--- config.mk ---
export PLATFORM = sky130hd
export DESIGN_NAME = txq_drain_seq
export DESIGN_NICKNAME = d
export VERILOG_FILES = /design/src/rtl/txq_drain_pkg.sv /design/src/rtl/txq_status_sel.sv /design/src/rtl/txq_tick_timer.sv /design/src/rtl/txq_drain_seq.sv
export SDC_FILE = /design/constraint.sdc
export NUM_CORES = 1
export LEC_CHECK = 0
export BUFFER_PORTS_ARGS = -buffer_cell sky130_fd_sc_hd__buf_2
export CAP_MARGIN = 25
export CORE_UTILIZATION = 44
export CTS_BUF_LIST = sky130_fd_sc_hd__clkbuf_8
export CTS_CLUSTER_DIAMETER = 40
export DETAILED_ROUTE_END_ITERATION = 12
export MAX_ROUTING_LAYER = met4
export PLACE_DENSITY = 0.79
export SYNTH_ARGS = -nofsm -noshare
export SYNTH_HDL_FRONTEND = slang
export SYNTH_HIERARCHICAL = 1
export SYNTH_SLANG_ARGS = --single-unit
--- constraint.sdc ---
create_clock -name clk -period 4.24 [get_ports clk]
set_clock_uncertainty 0.15 [all_clocks]
set_input_delay 0.424 -clock clk [delete_from_list [all_inputs] [get_ports clk]]
set_output_delay 0.424 -clock clk [all_outputs]
set_load 0.02 [all_outputs]
--- src/rtl/txq_drain_pkg.sv ---
package txq_drain_pkg;

    // Sequencer phases
    typedef enum logic [3:0] {
        S_IDLE,
        S_DISABLE,
        S_POLL_ENA,
        S_POLL_PEND,
        S_QUIET_ARM,
        S_QUIET_HOLD,
        S_QUIET_POLL,
        S_RELEASE,
        S_CLEANUP
    } drain_state_e;

    // Completion codes reported with done
    typedef enum logic [1:0] {
        RES_OK      = 2'b00,
        RES_INVALID = 2'b01,
        RES_BUSY    = 2'b10
    } drain_res_e;

    // Timer right-shift applied when scheduling the quiet interval
    localparam int QUIET_SHIFT = 10;

endpackage

--- src/rtl/txq_status_sel.sv ---
// Picks one queue's status out of the per-queue vectors.
module txq_status_sel #(
    parameter int NUM_Q = 10,
    parameter int CNT_W = 8,
    parameter int QW    = $clog2(NUM_Q)
) (
    input  logic [QW-1:0]          sel,
    input  logic [NUM_Q-1:0]       active,
    input  logic [NUM_Q-1:0]       txe_sts,
    input  logic [NUM_Q*CNT_W-1:0] pend_flat,
    output logic                   sel_valid,
    output logic                   sel_txe,
    output logic                   sel_pend_nz
);

    logic [NUM_Q-1:0] hit;
    logic [NUM_Q-1:0] pend_nz;

    // One comparator per queue; an out-of-range index hits nothing
    for (genvar i = 0; i < NUM_Q; i++) begin : g_q
        assign hit[i]     = (sel == QW'(i));
        assign pend_nz[i] = |pend_flat[i*CNT_W +: CNT_W];
    end

    assign sel_valid   = |(hit & active);
    assign sel_txe     = |(hit & txe_sts);
    assign sel_pend_nz = |(hit & pend_nz);

endmodule

--- src/rtl/txq_tick_timer.sv ---
// Down-counter paced by the microsecond tick; expired while at zero.
module txq_tick_timer #(
    parameter int TMR_W = 9
) (
    input  logic             clk,
    input  logic             rst_n,
    input  logic             us_tick,
    input  logic             load,
    input  logic [TMR_W-1:0] load_val,
    output logic             expired
);

    logic [TMR_W-1:0] cnt_d, cnt_q;

    always_comb begin
        cnt_d = cnt_q;
        if (load) begin
            cnt_d = load_val;
        end else if (us_tick && (cnt_q != '0)) begin
            cnt_d = cnt_q - TMR_W'(1);
        end
    end

    always_ff @(posedge clk or negedge rst_n) begin
        if (!rst_n) cnt_q <= '0;
        else        cnt_q <= cnt_d;
    end

    assign expired = (cnt_q == '0);

endmodule

--- src/rtl/txq_drain_seq.sv ---
// Transmit queue drain sequencer: early-terminate, disable, bounded polls,
// optional forced quiet fallback, unconditional cleanup.
module txq_drain_seq
    import txq_drain_pkg::*;
#(
    parameter int NUM_Q          = 10,
    parameter int QW             = $clog2(NUM_Q),
    parameter int CNT_W          = 8,
    parameter int TSF_W          = 32,
    parameter int QPER_W         = 16,
    parameter int QDUR_W         = 16,
    parameter int POLL_GAP_US    = 100,
    parameter int ENA_TRIES      = 1000,
    parameter int PEND_TRIES     = 1000,
    parameter int QUIET_TRIES    = 100,
    parameter int QUIET_WAIT_US  = 400,
    parameter int QUIET_PERIOD   = 100,
    parameter int QUIET_DURATION = 10
) (
    input  logic                   clk,
    input  logic                   rst_n,
    input  logic                   us_tick,
    input  logic                   stop_req,
    input  logic [QW-1:0]          stop_qid,
    input  logic [NUM_Q-1:0]       q_active,
    input  logic                   quiet_allow,
    input  logic [TSF_W-1:0]       tsf_now,
    input  logic [NUM_Q-1:0]       q_txe_sts,
    input  logic [NUM_Q*CNT_W-1:0] q_pend_cnt,
    output logic                   busy,
    output logic                   done,
    output logic [1:0]             res_code,
    output logic                   ena_warn,
    output logic [NUM_Q-1:0]       q_early_term,
    output logic [NUM_Q-1:0]       q_txd,
    output logic                   quiet_en,
    output logic [QPER_W-1:0]      quiet_period,
    output logic [QDUR_W-1:0]      quiet_dur,
    output logic [TSF_W-1:0]       quiet_next,
    output logic                   chan_idle_force
);

    // Derived sizes
    localparam int MAX_TRY_A = (ENA_TRIES > PEND_TRIES) ? ENA_TRIES : PEND_TRIES;
    localparam int MAX_TRY   = (MAX_TRY_A > QUIET_TRIES) ? MAX_TRY_A : QUIET_TRIES;
    localparam int TRY_W     = $clog2(MAX_TRY + 1);
    localparam int MAX_WAIT  = (POLL_GAP_US > QUIET_WAIT_US) ? POLL_GAP_US : QUIET_WAIT_US;
    localparam int TMR_W     = $clog2(MAX_WAIT + 1);

    typedef struct packed {
        drain_state_e      st;
        logic [QW-1:0]     qid;
        logic [TRY_W-1:0]  tries;
        logic [NUM_Q-1:0]  early;
        logic [NUM_Q-1:0]  txd;
        logic              quiet_en;
        logic [QPER_W-1:0] qper;
        logic [QDUR_W-1:0] qdur;
        logic [TSF_W-1:0]  qnext;
        logic              idle_force;
        logic              warn;
        logic              pend_left;
        logic              done;
        drain_res_e        res;
    } ctl_t;

    ctl_t cs_q, cs_d;

    logic             sel_valid;
    logic             sel_txe;
    logic             sel_pend_nz;
    logic [QW-1:0]    sel_qid;
    logic             tmr_load;
    logic [TMR_W-1:0] tmr_val;
    logic             tmr_exp;

    // While idle the incoming index is inspected, otherwise the latched one
    assign sel_qid = (cs_q.st == S_IDLE) ? stop_qid : cs_q.qid;

    txq_status_sel #(
        .NUM_Q (NUM_Q),
        .CNT_W (CNT_W),
        .QW    (QW)
    ) u_sel (
        .sel         (sel_qid),
        .active      (q_active),
        .txe_sts     (q_txe_sts),
        .pend_flat   (q_pend_cnt),
        .sel_valid   (sel_valid),
        .sel_txe     (sel_txe),
        .sel_pend_nz (sel_pend_nz)
    );

    txq_tick_timer #(
        .TMR_W (TMR_W)
    ) u_tmr (
        .clk      (clk),
        .rst_n    (rst_n),
        .us_tick  (us_tick),
        .load     (tmr_load),
        .load_val (tmr_val),
        .expired  (tmr_exp)
    );

    always_comb begin
        cs_d      = cs_q;
        cs_d.done = 1'b0;
        tmr_load  = 1'b0;
        tmr_val   = TMR_W'(POLL_GAP_US);

        unique case (cs_q.st)
            S_IDLE: begin
                if (stop_req) begin
                    if (!sel_valid) begin
                        // Rejected: report at once, touch nothing
                        cs_d.done = 1'b1;
                        cs_d.res  = RES_INVALID;
                    end else begin
                        cs_d.qid             = stop_qid;
                        cs_d.early[stop_qid] = 1'b1;
                        cs_d.warn            = 1'b0;
                        cs_d.pend_left       = 1'b0;
                        cs_d.tries           = '0;
                        cs_d.st              = S_DISABLE;
                    end
                end
            end

            S_DISABLE: begin
                cs_d.txd[cs_q.qid] = 1'b1;
                cs_d.tries         = '0;
                cs_d.st            = S_POLL_ENA;
            end

            S_POLL_ENA: begin
                if (tmr_exp) begin
                    if (!sel_txe) begin
                        cs_d.tries = '0;
                        cs_d.st    = S_POLL_PEND;
                    end else if (cs_q.tries == TRY_W'(ENA_TRIES - 1)) begin
                        // Stop not confirmed: warn and carry on
                        cs_d.warn  = 1'b1;
                        cs_d.tries = '0;
                        cs_d.st    = S_POLL_PEND;
                    end else begin
                        cs_d.tries = cs_q.tries + TRY_W'(1);
                        tmr_load   = 1'b1;
                    end
                end
            end

            S_POLL_PEND: begin
                if (tmr_exp) begin
                    if (!sel_pend_nz) begin
                        cs_d.pend_left = 1'b0;
                        cs_d.st        = S_CLEANUP;
                    end else if (cs_q.tries == TRY_W'(PEND_TRIES - 1)) begin
                        cs_d.pend_left = 1'b1;
                        cs_d.tries     = '0;
                        cs_d.st        = quiet_allow ? S_QUIET_ARM : S_CLEANUP;
                    end else begin
                        cs_d.tries = cs_q.tries + TRY_W'(1);
                        tmr_load   = 1'b1;
                    end
                end
            end

            S_QUIET_ARM: begin
                cs_d.quiet_en   = 1'b1;
                cs_d.qper       = QPER_W'(QUIET_PERIOD);
                cs_d.qdur       = QDUR_W'(QUIET_DURATION);
                cs_d.qnext      = tsf_now >> QUIET_SHIFT;
                cs_d.idle_force = 1'b1;
                tmr_load        = 1'b1;
                tmr_val         = TMR_W'(QUIET_WAIT_US);
                cs_d.st         = S_QUIET_HOLD;
            end

            S_QUIET_HOLD: begin
                if (tmr_exp) begin
                    cs_d.quiet_en = 1'b0;
                    cs_d.tries    = '0;
                    cs_d.st       = S_QUIET_POLL;
                end
            end

            S_QUIET_POLL: begin
                if (tmr_exp) begin
                    if (!sel_pend_nz) begin
                        cs_d.pend_left = 1'b0;
                        cs_d.st        = S_RELEASE;
                    end else if (cs_q.tries == TRY_W'(QUIET_TRIES - 1)) begin
                        cs_d.pend_left = 1'b1;
                        cs_d.st        = S_RELEASE;
                    end else begin
                        cs_d.tries = cs_q.tries + TRY_W'(1);
                        tmr_load   = 1'b1;
                    end
                end
            end

            S_RELEASE: begin
                cs_d.idle_force = 1'b0;
                cs_d.st         = S_CLEANUP;
            end

            S_CLEANUP: begin
                // Always undone, whatever the drain outcome
                cs_d.early = '0;
                cs_d.txd   = '0;
                cs_d.done  = 1'b1;
                cs_d.res   = cs_q.pend_left ? RES_BUSY : RES_OK;
                cs_d.st    = S_IDLE;
            end

            default: cs_d.st = S_IDLE;
        endcase
    end

    always_ff @(posedge clk or negedge rst_n) begin
        if (!rst_n) begin
            cs_q <= '{st: S_IDLE, res: RES_OK, default: '0};
        end else begin
            cs_q <= cs_d;
        end
    end

    assign busy            = (cs_q.st != S_IDLE);
    assign done            = cs_q.done;
    assign res_code        = cs_q.res;
    assign ena_warn        = cs_q.warn;
    assign q_early_term    = cs_q.early;
    assign q_txd           = cs_q.txd;
    assign quiet_en        = cs_q.quiet_en;
    assign quiet_period    = cs_q.qper;
    assign quiet_dur       = cs_q.qdur;
    assign quiet_next      = cs_q.qnext;
    assign chan_idle_force = cs_q.idle_force;

endmodule

* Word level (Yosys, flattened, before mapping)
Cells that the tools add are included.
Cells by class: multiplexer cells 61, bitwise logic cells 5, add/subtract/negate cells 2, magnitude comparators 4, reduce and logical (&&, ||, !) cells 37, equality and inequality tests 34
Operators with widths (number):
- $mux 10 | 9
- $reduce_or 8->1 | 10
- $pmux 10 s6 | 1
- $mux 28 | 2
- $mux 4 | 12
- $pmux 10 s2 | 2
- $eq 4x3->1 const B | 8
- $pmux 4 s8 | 1
- $and 10x10->10 | 3
- $reduce_or 10->1 | 3
- $mux 9 | 3
- $ne 2x2->1 const B | 12
- $or 10x10->10 | 2
- $mux 1 | 19
- $eq 4x2->1 const B | 4
- $eq 4x4->1 const B | 3
- $reduce_bool 2->1 | 6
- $add 10x1->10 const B | 1
- $eq 10x10->1 const B | 1
- $eq 10x7->1 const B | 1
- $lt 4x5->1 const B | 2
- $reduce_and 10->1 | 1
- $logic_not 9->1 | 1
- $ne 3x3->1 const B | 3
- 22 further kinds | 33
Storage, ports and cells: input bits 141, bits in registers 78, logic and storage cells 158

* Depth between registers and ports, before layout
depth after elaboration 9, gate-level depth with buffers 19, gate-level depth less buffers 15

* Modules after synthesis
The synthesis kept the hierarchy.
By module, submodules not included:
- txq_drain_seq | area each 3867.5 um2, times used 1, cells an instance 386
- txq_tick_timer | area each 624.3 um2, times used 1, cells an instance 75
- txq_status_sel | area each 493.0 um2, times used 1, cells an instance 62

* Worst setup path before layout
Ideal clock, no wire load.
kind flip-flop to flip-flop, start point reg cs_q[106] (netlist bit), end point reg u_tmr.cnt_q[2], period minus slack after synthesis 4144 ps, arrival time 3925 ps, data required time 4021 ps, stages on the path, launching flop included 19, setup time 69 ps, path slack 96 ps, path through dfrtp_1 buf_4 nor4_4 mux2_2 buf_6 nor4bb_4 a21boi_1 a2111oi_2 nand4_1 mux2i_1 nor4_1 a22o_1 o21ai_2 nand2_1 clkbuf_1 clkbuf_1 nor2_1 o211ai_1 nand3_1
On the way: cells in the longest elaborated chain, start to end 9
Ends and longest elaborated chain:
- start, declared | RTL line txq_drain_seq.sv:67 | ctl_t cs_q, cs_d;
- start signal, assigned | RTL line txq_drain_seq.sv:224 | cs_q <= cs_d;
- $logic_not 4->1 * | RTL line txq_drain_seq.sv:78 | assign sel_qid = (cs_q.st == S_IDLE) ? stop_qid : cs_q.qid;
- $mux 4 * | RTL line txq_drain_seq.sv:78
- via sel_qid[2] | RTL line txq_drain_seq.sv:72 | logic [QW-1:0] sel_qid;
- $eq 4x1->1 (tied with other cells) | RTL line txq_status_sel.sv:21 | assign hit[i] = (sel == QW'(i));
- $and 10x10->10 * | RTL line txq_status_sel.sv:27 | assign sel_pend_nz = |(hit & pend_nz);
- $reduce_or 10->1 * | RTL line txq_status_sel.sv:27
- via sel_pend_nz | RTL line txq_drain_seq.sv:71 | logic sel_pend_nz;
- $mux 1 (on tied branches) | RTL line txq_drain_seq.sv:189, txq_drain_seq.sv:154
- $mux 1 (on tied branches) | RTL line txq_drain_seq.sv:188, txq_drain_seq.sv:153
- $pmux 1 s4 * | RTL line txq_drain_seq.sv:111 | unique case (cs_q.st)
- via tmr_load | RTL line txq_drain_seq.sv:73 | logic tmr_load;
- $mux 9 or $reduce_bool 2->1 (tied branches)
- end signal, assigned | RTL line txq_tick_timer.sv:26 | else cnt_q <= cnt_d;
- end, declared | RTL line txq_tick_timer.sv:13 | logic [TMR_W-1:0] cnt_d, cnt_q;
The timed path passes the listed nets; every way through them passes the cells marked *. A chain may end at the register's enable or synchronous reset.

* Worst setup path after layout
start point reg cs_q[108] (netlist bit), end point reg u_tmr.cnt_q[0]
The elaborated chain is that of the path after synthesis.

==> flow_summary.toml <==
[outcome]
outcome = "finished, final reports clean"

[synthesis]
synth_edf_count = 0
yosysMostFrequentCell = "buf_4"
async_reset_ff_frac = 1.000
synth_cell_types = 74
synth_area_mm2 = 0.004985
synthTopCellsByArea = "dfrtp_1 (39%), buf_4 (13%), mux2_1 (4.5%)"
synthAdderAreaFrac = 0.005020
synth_commonest_cells = "buf_4 (89), dfrtp_1 (77), nand2_1 (54), nor2_1 (33), o21ai_1 (25)"
synthSimpleGateAreaFrac = 0.2267
ys.flop_type = "dfrtp_1"
synth_xor_area_frac = 0.001757
synth_top_family_by_area = "simple AND/OR/NAND/NOR gates"
syn_inst = 523
ys_seq_elements = 77
muxShareOfSynthArea = 0.06953
ys_seq_area_frac = 0.3865
synth_area_per_cell_um2 = 9.531
synth_top_area_share = 0.3865
yosysTopAreaCell = "dfrtp_1"
yosys_warnings = 6
synth_compound_area_frac = 0.1461

[timing]
tns_ns = 0
relSlewSlack = 0.5346
min_period_ns = 3.957
setup_slack_ns = 0.2825
timing.hold.ws_ns = 0.1387
worst_slew_pin_slew_ns = 0.6981
setup_violations = 0
drv_slew = 0
rsz0062_at_grt = "no"
fin_crit_sh = 0.9334
hold_violations = 0
clock.fmax_mhz = 252.7

[global_route]
use_met1 = 0.2258
antenna_found_initial = 0
grt_max_degree = 56
grt_pass1_wl_um = 17920
grt.busiest_layer = "met2"
grt_util_met3 = 0.02893
overflow = 0
grt_pass1_vias = 3924
grt_usage = 0.2020
grtUsageMet2 = 0.3635

[clocking]
clkSlewWorstSetupHoldPaths_ns = 0.08
cts_sinks = 77
cts_tree = "built"
cts-root-buf = "clkbuf_8"
htree_levels = 3
worstSkewPairLatency_ns = 0.36
clockBufferDepth = 2
cts_buffers = 9

[final_layout]
final_core_util = 0.5261
area_growth_pct = 15.41
stdcell_count = 811
fin_nets = 809
fin_area_mm2 = 0.005753
drive_gt1_frac = 0.3681
diodes = 0

[drt]
routedWlPerCell_um = 14.63
ant_nets = 0
drt-pass1-iter-count = 4
wl_um = 11870
via_per_inst = 5.343
drtIter0Drc = 217
num_vias = 4333
route.detailed.drc = 0

[worst_setup_path]
r2r_end = "u_tmr/cnt_q[0]"
ff2ff_path_depth = 15
start_kind = "register"
r2r-start = "cs_q[108]"
crit_path_end = "u_tmr/cnt_q[0]"
worstSetupPathType = "reg -> reg"
cp-startpoint = "cs_q[108]"
reg2reg_slack_ns = 0.28
required_ns = 4.31
crit_path_max_fanout = 19
worstPathArrival_ns = 4.03
cp-end-kind = "register"

[power]
power_mw = 1.717
power_frac_comb = 0.219
p_seq_frac = 0.498
leakage_nw = 2.872
p_sw_mw = 0.5691
ir_drop_mv = 0.1566
swShare = 0.3314
p_int_mw = 1.148
clkPwrFrac = 0.283
p_per_area_mw_per_mm2 = 298.5

[placement]
port_buffers = 184
gp_congestion = 0.9303
hpwl_um = 9322
preCtsSetupSlack_ns = 0.1828
dp.cells = 791
post_dp_cell_area_mm2 = 0.005547

[floorplan]
die_y_um = 108.4
core-area_mm2 = 0.01094
die_w_um = 108.4
dieArea_mm2 = 0.01176
ioPinCount = 232
start_util = 0.4558
row_count = 38

[run]
cap_violations = 0

[hold_path]
hp-class = "in -> reg"
hold_path_startpoint = "tsf_now[31]"
kinds of logic (layout without fill, tap and decap cells):
kind of cell	after synthesis	in the layout
adders and majority gates	2	2
and+or+nand+nor	192	192
buffers and inverters	120	229
xor gates and xnor gates	1	1
DFF	77	77
AOI/OAI and AO/OA	99	99
other	1	40
muxes	31	31
flip-flops by register name (all words and copies together) (netlist names):
signal           count
chan_idle_force      1
cs_q                19
done                 1
ena_warn             1
q_early_term        10
q_txd               10
quiet_en             1
quiet_next          22
quiet_period         1
res_code             2
u_tmr/cnt_q          9
critical path, stage by stage, from the launching register on:
cell and delay [ns]:
dfrtp_1 0.41, nor4_4 0.27, buf_4 0.18, mux2_2 0.45, nor4bb_1 0.62, a22oi_1 0.16, nand4_1 0.18, buf_4 0.15
nand3_1 0.13, a311oi_4 0.31, o21ai_2 0.11, nand2_1 0.09, buf_4 0.22, inv_1 0.16, o2111ai_1 0.12, o211ai_1 0.11
placed cells by master (no fill, tap or decap), drive strengths merged, types with 4 or more instances in the layout:
master / n
a22oi: 9
o21ai: 32
nor3: 13
nand4: 4
inv: 17
nand3: 14
o211ai: 5
or2: 4
nand2b: 7
mux2: 29
o31ai: 6
nor4b: 6
nor4: 25
nor3b: 5
o2111ai: 4
clkbuf: 9
a21oi: 8
conb: 40
nand2: 54
nor2b: 4
nor2: 33
buf: 198
dfrtp: 77
a31oi: 7
a21boi: 5
nor4bb: 4
repair_timing:
item | in CTS | in global routing
resized for setup | 0 | 1
hold buffers | 1 | 0
setup buffers | 0 | 3
endpoints found under the hold margin | 22 | 0
endpoints found under the setup margin | 0 | 8
worst min-delay path by stage:
stage / end / slack, ns / depth (start not counted)
6_report: quiet_next[21] / 0.14 / 2
5_1_grt: quiet_next[7] / 0.14 / 2
4_1_cts: quiet_next[7] / 0.13 / 2
3_5_place_dp: q_txd[9] / 0.29 / 1
3_3_place_gp: q_txd[9] / 0.27 / 1
2_1_floorplan: chan_idle_force / -0.02 / 0
layout make-up:
| cell class | count | area, um^2 |
|---|---|---|
| clock buffers | 9 | 123.9 |
| clock inverters | 7 | 43.79 |
| fillers | 980 | 5182 |
| inverters | 14 | 52.55 |
| multi-input cells | 365 | 2395 |
| flip-flops and latches | 77 | 1927 |
| well taps | 140 | 175.2 |
| repair buffers | 199 | 1036 |
layer usage:
layer,vias to the layer above,wire length [um],part of all wire
li1,2065,-,-
met1,2045,4738,0.40
met2,203,6225,0.52
met3,20,710,0.060
met4,0,190,0.016
met5,-,0,0
power groups by stage:
stage	clock, mW	combinational (mW)	sequential, mW
floorplan	0	0.278	0.849
global placement	0	0.359	0.864
detailed placement	0	0.374	0.867
CTS	0.497	0.376	0.854
global route	0.526	0.422	0.866
finish	0.486	0.376	0.855
Power figures use the tool's default switching activity.
